[config.mk]
export PLATFORM = sky130hd
export DESIGN_NAME = flash_erase_seq
export DESIGN_NICKNAME = d
export VERILOG_FILES = /design/src/rtl/fes_pkg.sv /design/src/rtl/fes_bus_sync.sv /design/src/rtl/fes_cmd_decoder.sv /design/src/rtl/fes_erase_engine.sv /design/src/rtl/flash_erase_seq.sv
export SDC_FILE = /design/constraint.sdc
export NUM_CORES = 1
export LEC_CHECK = 0
export BUFFER_PORTS_ARGS = -buffer_cell sky130_fd_sc_hd__buf_4
export CORE_UTILIZATION = 35
export CTS_CLUSTER_DIAMETER = 120
export CTS_CLUSTER_SIZE = 30
export DETAILED_ROUTE_END_ITERATION = 8
export MAX_ROUTING_LAYER = met4
export SLEW_MARGIN = 25
export SYNTH_ARGS = -nofsm -noshare
export SYNTH_HDL_FRONTEND = slang
export SYNTH_SLANG_ARGS = --single-unit
[constraint.sdc]
create_clock -name clk -period 4.1 [get_ports clk]
set_clock_uncertainty 0.1 [all_clocks]
set_input_delay 0.82 -clock clk [delete_from_list [all_inputs] [get_ports clk]]
set_output_delay 0.82 -clock clk [all_outputs]
set_load 0.02 [all_outputs]
[src/rtl/fes_pkg.sv]
package fes_pkg;

    typedef enum logic [1:0] {
        KIND_NONE   = 2'b00,
        KIND_SECTOR = 2'b01,
        KIND_BLOCK  = 2'b10,
        KIND_CHIP   = 2'b11
    } erase_kind_e;

    localparam logic [15:0] ADDR_LO = 16'h5555;
    localparam logic [15:0] ADDR_HI = 16'h2AAA;

    localparam logic [7:0] CODE_SECTOR = 8'h30;
    localparam logic [7:0] CODE_BLOCK  = 8'h50;
    localparam logic [7:0] CODE_CHIP   = 8'h10;

    localparam int unsigned PREFIX_LEN = 5;

    // expected address of prefix write number step (0-based)
    function automatic logic [15:0] prefix_addr(input logic [2:0] step);
        case (step)
            3'd1, 3'd4: prefix_addr = ADDR_HI;
            default:    prefix_addr = ADDR_LO;
        endcase
    endfunction

    // expected byte of prefix write number step (0-based)
    function automatic logic [7:0] prefix_data(input logic [2:0] step);
        case (step)
            3'd1, 3'd4: prefix_data = 8'h55;
            3'd2:       prefix_data = 8'h80;
            default:    prefix_data = 8'hAA;
        endcase
    endfunction

endpackage

[src/rtl/fes_bus_sync.sv]
module fes_bus_sync #(
    parameter int unsigned SYNC_STAGES = 2
) (
    input  logic clk,
    input  logic rst_n,
    input  logic ce_n,
    input  logic we_n,
    input  logic bus_rst_n,
    output logic strobe_on,
    output logic strobe_off,
    output logic bus_rst
);
    localparam int unsigned CHAIN = SYNC_STAGES + 1;

    typedef struct packed {
        logic [CHAIN-1:0]       strb;
        logic [SYNC_STAGES-1:0] rst;
    } sync_t;

    sync_t s_d, s_q;

    always_comb begin
        s_d      = s_q;
        s_d.strb = {s_q.strb[CHAIN-2:0], (~ce_n & ~we_n)};
        s_d.rst  = {s_q.rst[SYNC_STAGES-2:0], bus_rst_n};
    end

    always_ff @(posedge clk or negedge rst_n) begin
        if (!rst_n) s_q <= '0;
        else        s_q <= s_d;
    end

    assign strobe_on  =  s_q.strb[CHAIN-2] & ~s_q.strb[CHAIN-1];
    assign strobe_off = ~s_q.strb[CHAIN-2] &  s_q.strb[CHAIN-1];
    assign bus_rst    = ~s_q.rst[SYNC_STAGES-1];

endmodule

[src/rtl/fes_cmd_decoder.sv]
module fes_cmd_decoder
    import fes_pkg::*;
#(
    parameter int unsigned AW = 16
) (
    input  logic          clk,
    input  logic          rst_n,
    input  logic          strobe_on,
    input  logic          strobe_off,
    input  logic          bus_rst,
    input  logic          busy_i,
    input  logic [AW-1:0] addr_i,
    input  logic [7:0]    data_i,
    output logic          go_o,
    output erase_kind_e   kind_o,
    output logic [AW-1:0] addr_o
);
    typedef struct packed {
        logic [2:0]    step;
        logic [AW-1:0] cap_addr;
    } dec_t;

    dec_t d_d, d_q;
    logic go_d;
    erase_kind_e kind_d;

    always_comb begin
        d_d    = d_q;
        go_d   = 1'b0;
        kind_d = KIND_NONE;
        if (bus_rst || busy_i) begin
            d_d.step = '0;
        end else begin
            if (strobe_on) d_d.cap_addr = addr_i;
            if (strobe_off) begin
                if (d_q.step < 3'(PREFIX_LEN)) begin
                    if (d_q.cap_addr == AW'(prefix_addr(d_q.step)) &&
                        data_i == prefix_data(d_q.step))
                        d_d.step = d_q.step + 3'd1;
                    else
                        d_d.step = '0;
                end else begin
                    d_d.step = '0;
                    case (data_i)
                        CODE_SECTOR: begin go_d = 1'b1; kind_d = KIND_SECTOR; end
                        CODE_BLOCK:  begin go_d = 1'b1; kind_d = KIND_BLOCK;  end
                        CODE_CHIP: begin
                            if (d_q.cap_addr == AW'(ADDR_LO)) begin
                                go_d   = 1'b1;
                                kind_d = KIND_CHIP;
                            end
                        end
                        default: ;
                    endcase
                end
            end
        end
    end

    always_ff @(posedge clk or negedge rst_n) begin
        if (!rst_n) d_q <= '0;
        else        d_q <= d_d;
    end

    assign go_o   = go_d;
    assign kind_o = kind_d;
    assign addr_o = d_q.cap_addr;


    busy_blocks_go_chk: assert property (@(posedge clk) disable iff (!rst_n)
        go_o |-> !busy_i);


    step_range_chk: assert property (@(posedge clk) disable iff (!rst_n)
        d_q.step <= 3'(PREFIX_LEN));


    bus_rst_clears_chk: assert property (@(posedge clk) disable iff (!rst_n)
        bus_rst |=> d_q.step == 3'd0);

endmodule

[src/rtl/fes_erase_engine.sv]
module fes_erase_engine
    import fes_pkg::*;
#(
    parameter int unsigned AW           = 16,
    parameter int unsigned DW           = 16,
    parameter int unsigned SECTOR_WORDS = 4,
    parameter int unsigned BLOCK_WORDS  = 128,
    parameter int unsigned WORDS        = 256,
    parameter int unsigned ERASE_CYCLES = 200
) (
    input  logic          clk,
    input  logic          rst_n,
    input  logic          go_i,
    input  erase_kind_e   kind_i,
    input  logic [AW-1:0] addr_i,
    input  logic [AW-1:0] rd_addr,
    output logic          start_o,
    output logic          busy_o,
    output logic [1:0]    kind_o,
    output logic [AW-1:0] addr_o,
    output logic [DW-1:0] rd_word
);
    localparam int unsigned IDXW = $clog2(WORDS);
    localparam int unsigned SECW = $clog2(SECTOR_WORDS);
    localparam int unsigned BLKW = $clog2(BLOCK_WORDS);
    localparam int unsigned CNTW = $clog2(ERASE_CYCLES + 1);

    typedef struct packed {
        logic                      busy;
        logic                      start;
        erase_kind_e               kind;
        logic [AW-1:0]             addr;
        logic [CNTW-1:0]           cnt;
        logic [WORDS-1:0][DW-1:0]  mem;
    } eng_t;

    eng_t e_d, e_q;

    function automatic eng_t reset_state();
        eng_t s;
        s = '0;
        for (int i = 0; i < WORDS; i++)
            s.mem[i] = DW'(i) | (DW'(1) << (DW - 1));
        return s;
    endfunction

    function automatic logic word_hit(input int idx, input erase_kind_e k,
                                      input logic [IDXW-1:0] tgt);
        logic [IDXW-1:0] w;
        w = IDXW'(idx);
        case (k)
            KIND_SECTOR: word_hit = (w >> SECW) == (tgt >> SECW);
            KIND_BLOCK:  word_hit = (w >> BLKW) == (tgt >> BLKW);
            KIND_CHIP:   word_hit = 1'b1;
            default:     word_hit = 1'b0;
        endcase
    endfunction

    always_comb begin
        e_d       = e_q;
        e_d.start = 1'b0;
        if (e_q.busy) begin
            if (e_q.cnt == '0) begin
                e_d.busy = 1'b0;
                for (int i = 0; i < WORDS; i++)
                    if (word_hit(i, e_q.kind, e_q.addr[IDXW-1:0]))
                        e_d.mem[i] = '1;
            end else begin
                e_d.cnt = e_q.cnt - CNTW'(1);
            end
        end else if (go_i) begin
            e_d.busy  = 1'b1;
            e_d.start = 1'b1;
            e_d.kind  = kind_i;
            e_d.addr  = addr_i;
            e_d.cnt   = CNTW'(ERASE_CYCLES - 1);
        end
    end

    always_ff @(posedge clk or negedge rst_n) begin
        if (!rst_n) e_q <= reset_state();
        else        e_q <= e_d;
    end

    logic          busy_q;
    logic          start_q;
    logic [AW-1:0] addr_q;
    logic [CNTW-1:0] cnt_q;

    assign busy_q  = e_q.busy;
    assign start_q = e_q.start;
    assign addr_q  = e_q.addr;
    assign cnt_q   = e_q.cnt;

    assign start_o = start_q;
    assign busy_o  = busy_q;
    assign kind_o  = e_q.kind;
    assign addr_o  = addr_q;
    assign rd_word = e_q.mem[rd_addr[IDXW-1:0]];


    start_with_busy_chk: assert property (@(posedge clk) disable iff (!rst_n)
        start_q |-> busy_q);


    start_single_chk: assert property (@(posedge clk) disable iff (!rst_n)
        start_q |=> !start_q);


    busy_end_chk: assert property (@(posedge clk) disable iff (!rst_n)
        $fell(busy_q) |-> $past(cnt_q) == '0);


    busy_hold_chk: assert property (@(posedge clk) disable iff (!rst_n)
        (busy_q && cnt_q != '0) |=> busy_q);


    addr_hold_chk: assert property (@(posedge clk) disable iff (!rst_n)
        (busy_q && !start_q) |-> $stable(addr_q));


    kind_valid_chk: assert property (@(posedge clk) disable iff (!rst_n)
        busy_q |-> e_q.kind != KIND_NONE);

endmodule

[src/rtl/flash_erase_seq.sv]
module flash_erase_seq
    import fes_pkg::*;
#(
    parameter int unsigned AW            = 16,
    parameter int unsigned DW            = 16,
    parameter int unsigned SECTOR_WORDS  = 4,
    parameter int unsigned BLOCK_SECTORS = 32,
    parameter int unsigned NUM_BLOCKS    = 2,
    parameter int unsigned ERASE_CYCLES  = 200,
    parameter int unsigned SYNC_STAGES   = 2
) (
    input  logic          clk,
    input  logic          rst_n,
    input  logic [AW-1:0] mem_addr,
    input  logic [7:0]    mem_wdata,
    input  logic          mem_ce_n,
    input  logic          mem_we_n,
    input  logic          mem_oe_n,
    input  logic          mem_rst_n,
    output logic [DW-1:0] mem_rdata,
    output logic          erase_start,
    output logic [1:0]    erase_kind,
    output logic [AW-1:0] erase_addr,
    output logic          busy
);
    localparam int unsigned BLOCK_WORDS = SECTOR_WORDS * BLOCK_SECTORS;
    localparam int unsigned WORDS       = BLOCK_WORDS * NUM_BLOCKS;

    logic          strobe_on, strobe_off, bus_rst;
    logic          go;
    erase_kind_e   go_kind;
    logic [AW-1:0] go_addr;
    logic [DW-1:0] rd_word;

    fes_bus_sync #(
        .SYNC_STAGES(SYNC_STAGES)
    ) sync_i (
        .clk       (clk),
        .rst_n     (rst_n),
        .ce_n      (mem_ce_n),
        .we_n      (mem_we_n),
        .bus_rst_n (mem_rst_n),
        .strobe_on (strobe_on),
        .strobe_off(strobe_off),
        .bus_rst   (bus_rst)
    );

    fes_cmd_decoder #(
        .AW(AW)
    ) dec_i (
        .clk       (clk),
        .rst_n     (rst_n),
        .strobe_on (strobe_on),
        .strobe_off(strobe_off),
        .bus_rst   (bus_rst),
        .busy_i    (busy),
        .addr_i    (mem_addr),
        .data_i    (mem_wdata),
        .go_o      (go),
        .kind_o    (go_kind),
        .addr_o    (go_addr)
    );

    fes_erase_engine #(
        .AW          (AW),
        .DW          (DW),
        .SECTOR_WORDS(SECTOR_WORDS),
        .BLOCK_WORDS (BLOCK_WORDS),
        .WORDS       (WORDS),
        .ERASE_CYCLES(ERASE_CYCLES)
    ) eng_i (
        .clk    (clk),
        .rst_n  (rst_n),
        .go_i   (go),
        .kind_i (go_kind),
        .addr_i (go_addr),
        .rd_addr(mem_addr),
        .start_o(erase_start),
        .busy_o (busy),
        .kind_o (erase_kind),
        .addr_o (erase_addr),
        .rd_word(rd_word)
    );

    assign mem_rdata = (!mem_ce_n && !mem_oe_n) ? rd_word : '0;

endmodule

After elaboration in Yosys (flattened, before gate mapping)
Cells that the tools add are included.

Add/sub/neg operators: 2. Magnitude comparators: 2. Eq/ne operators: 76. Reductions and logical operators: 79. Multipliers: 0. Multiplexer cells: 223. Div/mod/pow operators: 0. Bitwise logic cells: 10. Shifts and indexed selects: 0.

Operators with widths (count): equality test 6 bit (first input constant) (32); one-hot mux 1 bit (3 select lines) (64); AND reduction 3 bit (64); two-way mux 1 bit (134); binary-select mux 16 bit (select 8 bit) (1); equality test 5 x 6 -> 1 bit (first input constant) (16); two-way mux 16 bit (5); equality test 4 x 6 -> 1 bit (first input constant) (8); two-way mux 8 bit (5); two-way mux 28 bit (1); equality test 3 x 6 -> 1 bit (first input constant) (4); zero test 8 bit (3); two-way mux 19 bit (1); equality test 16 x 15 -> 1 bit (second input constant) (1); equality test 16 bit (1); one-hot mux 8 bit (2 select lines) (1); two-way mux 15 bit (1); equality test 2 x 6 -> 1 bit (first input constant) (2); two-way mux 3 bit (4); less-than comparator 8 x 9 -> 1 bit (second input constant) (1); equality test 8 x 5 -> 1 bit (second input constant) (1); equality test 8 x 6 -> 1 bit (second input constant) (1); equality test 8 x 7 -> 1 bit (second input constant) (1); equality test 8 bit (1); other kinds (21) (39).

Word-level logic and storage cells: 593. Register bits after elaboration: 244. Memories: 0. Output and inout bits: 36. Bits in read-only memories: 0. Latch bits: 0. Memory bits (writable): 0. Input port bits: 30.

Depth between registers and ports, before layout
Depth in word-level cells: 12. Depth in mapped cells: 9. Mapped depth without buffers: 7.

Modules after synthesis
A second synthesis with hierarchy kept.

Cell total of the unflattened synthesis: 668. Area, all modules: 6926.6 µm².

By module, submodules not included: fes_erase_engine (times used 1, cells each 523, seq. area each 2302.2 µm², area an instance 5313.8 µm²); fes_cmd_decoder (times used 1, cells each 116, seq. area each 475.5 µm², area an instance 1241.2 µm²); flash_erase_seq (times used 1, cells each 20, seq. area each 0.0 µm², area an instance 224.0 µm²); fes_bus_sync (times used 1, cells each 9, seq. area each 125.1 µm², area an instance 147.6 µm²).

Least setup slack after synthesis
No wires, ideal clock.

Path type: input-to-output. Start: input port mem_addr[3]. End: output port mem_rdata[10]. Buffers on the path: 4. Data arrival time: 3104 ps. Setup slack: 76 ps. Cell stages on the path: 9. Data required time: 3180 ps. Path through: buf_4 -> buf_6 -> buf_4 -> mux2i_1 -> a32oi_1 -> nand4_1 -> a211o_1 -> nor3_1 -> buf_4.

Cells in the longest elaborated chain, start to end: 3.

RTL lines: start, declared (RTL line flash_erase_seq.sv:14) `input logic [AW-1:0] mem_addr,`; binary-select mux 16 bit (select 8 bit) (RTL line fes_erase_engine.sv:99) `assign rd_word = e_q.mem[rd_addr[IDXW-1:0]];`; two-way mux 16 bit (not written as such) (RTL line fes_erase_engine.sv:99); two-way mux 16 bit (RTL line flash_erase_seq.sv:85) `assign mem_rdata = (!mem_ce_n && !mem_oe_n) ? rd_word : '0;`; end, declared (RTL line flash_erase_seq.sv:20) `output logic [DW-1:0] mem_rdata,`.

No other way between the ends. The select of a mux whose other input is x is not followed.

Worst setup path after layout
Start: input port mem_addr[2]. End: output port mem_rdata[4].

The elaborated chain is that of the path after synthesis.

==> flow_summary.yaml <==
power:
  ir_worst_vdd_v: 0.000293
  combPwrFrac_pct: 8.9
  netSwitchingFraction_pct: 24.0
  p_total_mw: 2.87
  leakagePower_nw: 3.65
  p_switching_mw: 0.689
  p_seq_share_pct: 42.0
  clock_power_share_pct: 49.0
  powerDensity_nw_per_um2: 360
  internal_power_mw: 2.19
route:
  wire_per_inst_microns: 19.3
  drtAntennaViolNets: 0
  drtIter0Drc: 283
  wirelength_mm: 17.7
  vias_per_cell: 5.48
  vias: 5031
  drtPass1Iterations: 5
  drc_errors: 0
synth:
  seq_area_frac_synth_pct: 42.6
  synth-main-ff-cell: "dfrtp_1"
  synth_cell_type_count: 60
  yosys.area_share.simple_pct: 11.1
  synth_xor_area_share_pct: 0.900
  yosys_warnings: 0
  synth_top_area_share_pct: 42.6
  synth_enable_flop_cells: 0
  syn_inst: 606
  synth_area_leader_cell: "dfrtp_1"
  netlist_area_sq_um: 6810
  synth_fa_ha_area_share_pct: 1.29
  ys_ff_latch: 116
  synth_compound_area_share_pct: 21.1
  synth_nets: 643
  synth_top_family_by_area: "compound AO/OA/AOI/OAI gates"
  synthArstFlopShare_pct: 100
  synth_area_leaders: "dfrtp_1 43%, o21bai_2 9.9%, mux2_2 6.0%"
  postSynthAreaPerCell_sq_um: 11.2
  synthMuxAreaShare_pct: 16.2
cts:
  cts.sinks: 116
  cts_setup_buffers: 0
  clock_latency_ns: 0.42
  postCtsHoldBufs: 0
  cts_tree: "yes"
  cts.clk_slew.worst_paths_ns: 0.05
  root_buffer: "clkbuf_16"
  clock_path_buffers: 2
  cts_resized: 1
  numCtsBuffers: 17
  cts_max_level: 4
floorplanning:
  dieArea_sq_um: 20000
  rows: 50
  dieHeight_microns: 141
  initial_utilization_pct: 36.0
  die_w_microns: 141
  ios: 66
  core_sq_um: 18900
global_route:
  grt_pass1_vias: 5027
  antenna_found_initial: 0
  grt_max_degree: 71
  grt-ovfl-total: 0
  grt_first_pass_wirelength_mm: 28.4
  grt_util_all_layers_pct: 19.2
final_layout:
  antenna_cells: 0
  ff_latch_area_sq_um: 2900
  layout.cells.most_common_list: "116 x dfrtp_1, 82 x buf_4, 64 x a21oi_1"
  num-nets-final: 684
  fillers: 1813
  multi_input_area_sq_um: 3480
  final_common_cell: "dfrtp_1"
  synthToLayoutAreaGrowth_pct: 17.4
  layout-drive-gt1-share_pct: 35.6
sta:
  hold_viol_final: 0
  tightest_slew_ns: 0.955
  fmax_mhz: 249
  slew_violations: 0
  rsz0062_at_grt: "false"
  max_slew_margin_pct: 35.9
  fin_crit_sh_pct: 97.9
  min_period_ns: 4.01
  fin_hold_ws_ns: 0.259
  setup_viol: 0
placement:
  dpl.hpwl_mm: 12.8
  gp_congestion: 0.979
  io_buffers: 65
setup_path:
  worstPathRequired_ns: 3.18
  path_class: "input port to output pin"
  startpoint_type: "input port"
  critPathMaxFanout: 21
  end_kind: "output pin"
  cp.arrival_ns: 3.09
outcome:
  outcome: "completed"
hold_path:
  hp-class: "flop to flop"
run:
  cap_viol_max_count: 0
## metal layers
metal	vias to the layer above	wire length (microns)	track usage, %
met1	2511	8070	25.3
met3	26	1090	4.49
li1	2312	-	-
met2	182	8210	29.2
met5	-	0	-
met4	0	352	5.94
## final cells by class
type	instances	area share [%]
Clock buffer	20	5.59
Multi-Input combinational cell	415	43.5
Sequential cell	116	36.3
Timing Repair Buffer	86	8.59
Inverter	11	0.517
Tap cell	260	4.07
Clock inverter	10	1.38
## cells by family after synthesis
family / count (synthesis)
AO/OA/AOI/OAI: 181
XOR/XNOR: 7
adder cells (fa/ha/maj): 7
buffers and inverters: 75
flip-flops: 116
multiplexers: 87
AND/OR/NAND/NOR: 133
## Yosys cell counts (10+ instances only)
master and n:
nand2_1 20, buf_4 29, inv_1 10, mux2i_1 36, dfrtp_1 116, nor2_1 27, o21bai_2 60, a21oi_1 64
nor3_1 18, clkbuf_1 16, nand2b_1 12, mux4_2 15, mux2_2 36
## worst max-delay path: stages
cell	delay, ns
buf_4	0.28
buf_4	0.27
buf_4	0.23
mux2i_1	0.14
mux2_2	0.28
a21oi_1	0.21
a2111oi_0	0.13
nor4b_1	0.48
buf_4	0.24
## flip-flops by register name, indices dropped and copies added, names as in the netlist
| register | flops |
|---|---|
| eng_i.e_q | 64 |
| sync_i.s_q | 2 |
| dec_i.d_q | 3 |
| dec_i.addr_o | 16 |
| eng_i.cnt_q | 8 |
| eng_i.busy_o | 1 |
| eng_i.start_o | 1 |
| eng_i.addr_o | 16 |
| eng_i.kind_o | 2 |
| sync_i.s_d | 3 |
## power by group through the flow
stage | Clock, mW | Combinational (mW) | Sequential [mW]
3_5_place_dp | 0 | 0.252 | 1.23
3_3_place_gp | 0 | 0.246 | 1.22
4_1_cts | 1.44 | 0.254 | 1.21
2_1_floorplan | 0 | 0.155 | 1.22
5_1_grt | 1.49 | 0.281 | 1.21
6_report | 1.41 | 0.257 | 1.21
## metrics by stage
step	worst slack, ns	utilization [%]	cells	cell area, sq um	setup TNS (ns)
2_1_floorplan	0.0763	-	606	6810	0
3_3_place_gp	0.0844	39.0	885	7370	0
3_5_place_dp	-0.0618	39.0	885	7370	-0.418
4_1_cts	0.169	42.0	915	7940	0
5_1_grt	0.0290	42.3	918	7990	0
6_report	0.0878	42.3	918	7990	0
## worst paths after layout
path,startpoint,end,slack (ns),cells after the start
max in group asynchronous,rst_n,eng_i.e_q[960],2.74,3
hold / removal,sync_i.s_d[1],sync_i.s_q[1],0.26,0
setup / recovery,mem_addr[2],mem_rdata[4],0.09,9
setup reg to reg,dec_i.addr_o[2],eng_i.addr_o[7],1.47,6
hold reg to reg,sync_i.s_d[1],sync_i.s_q[1],0.26,0
min in group asynchronous,rst_n,dec_i.d_q[17],0.27,1
(Power assumes the default switching activity.)
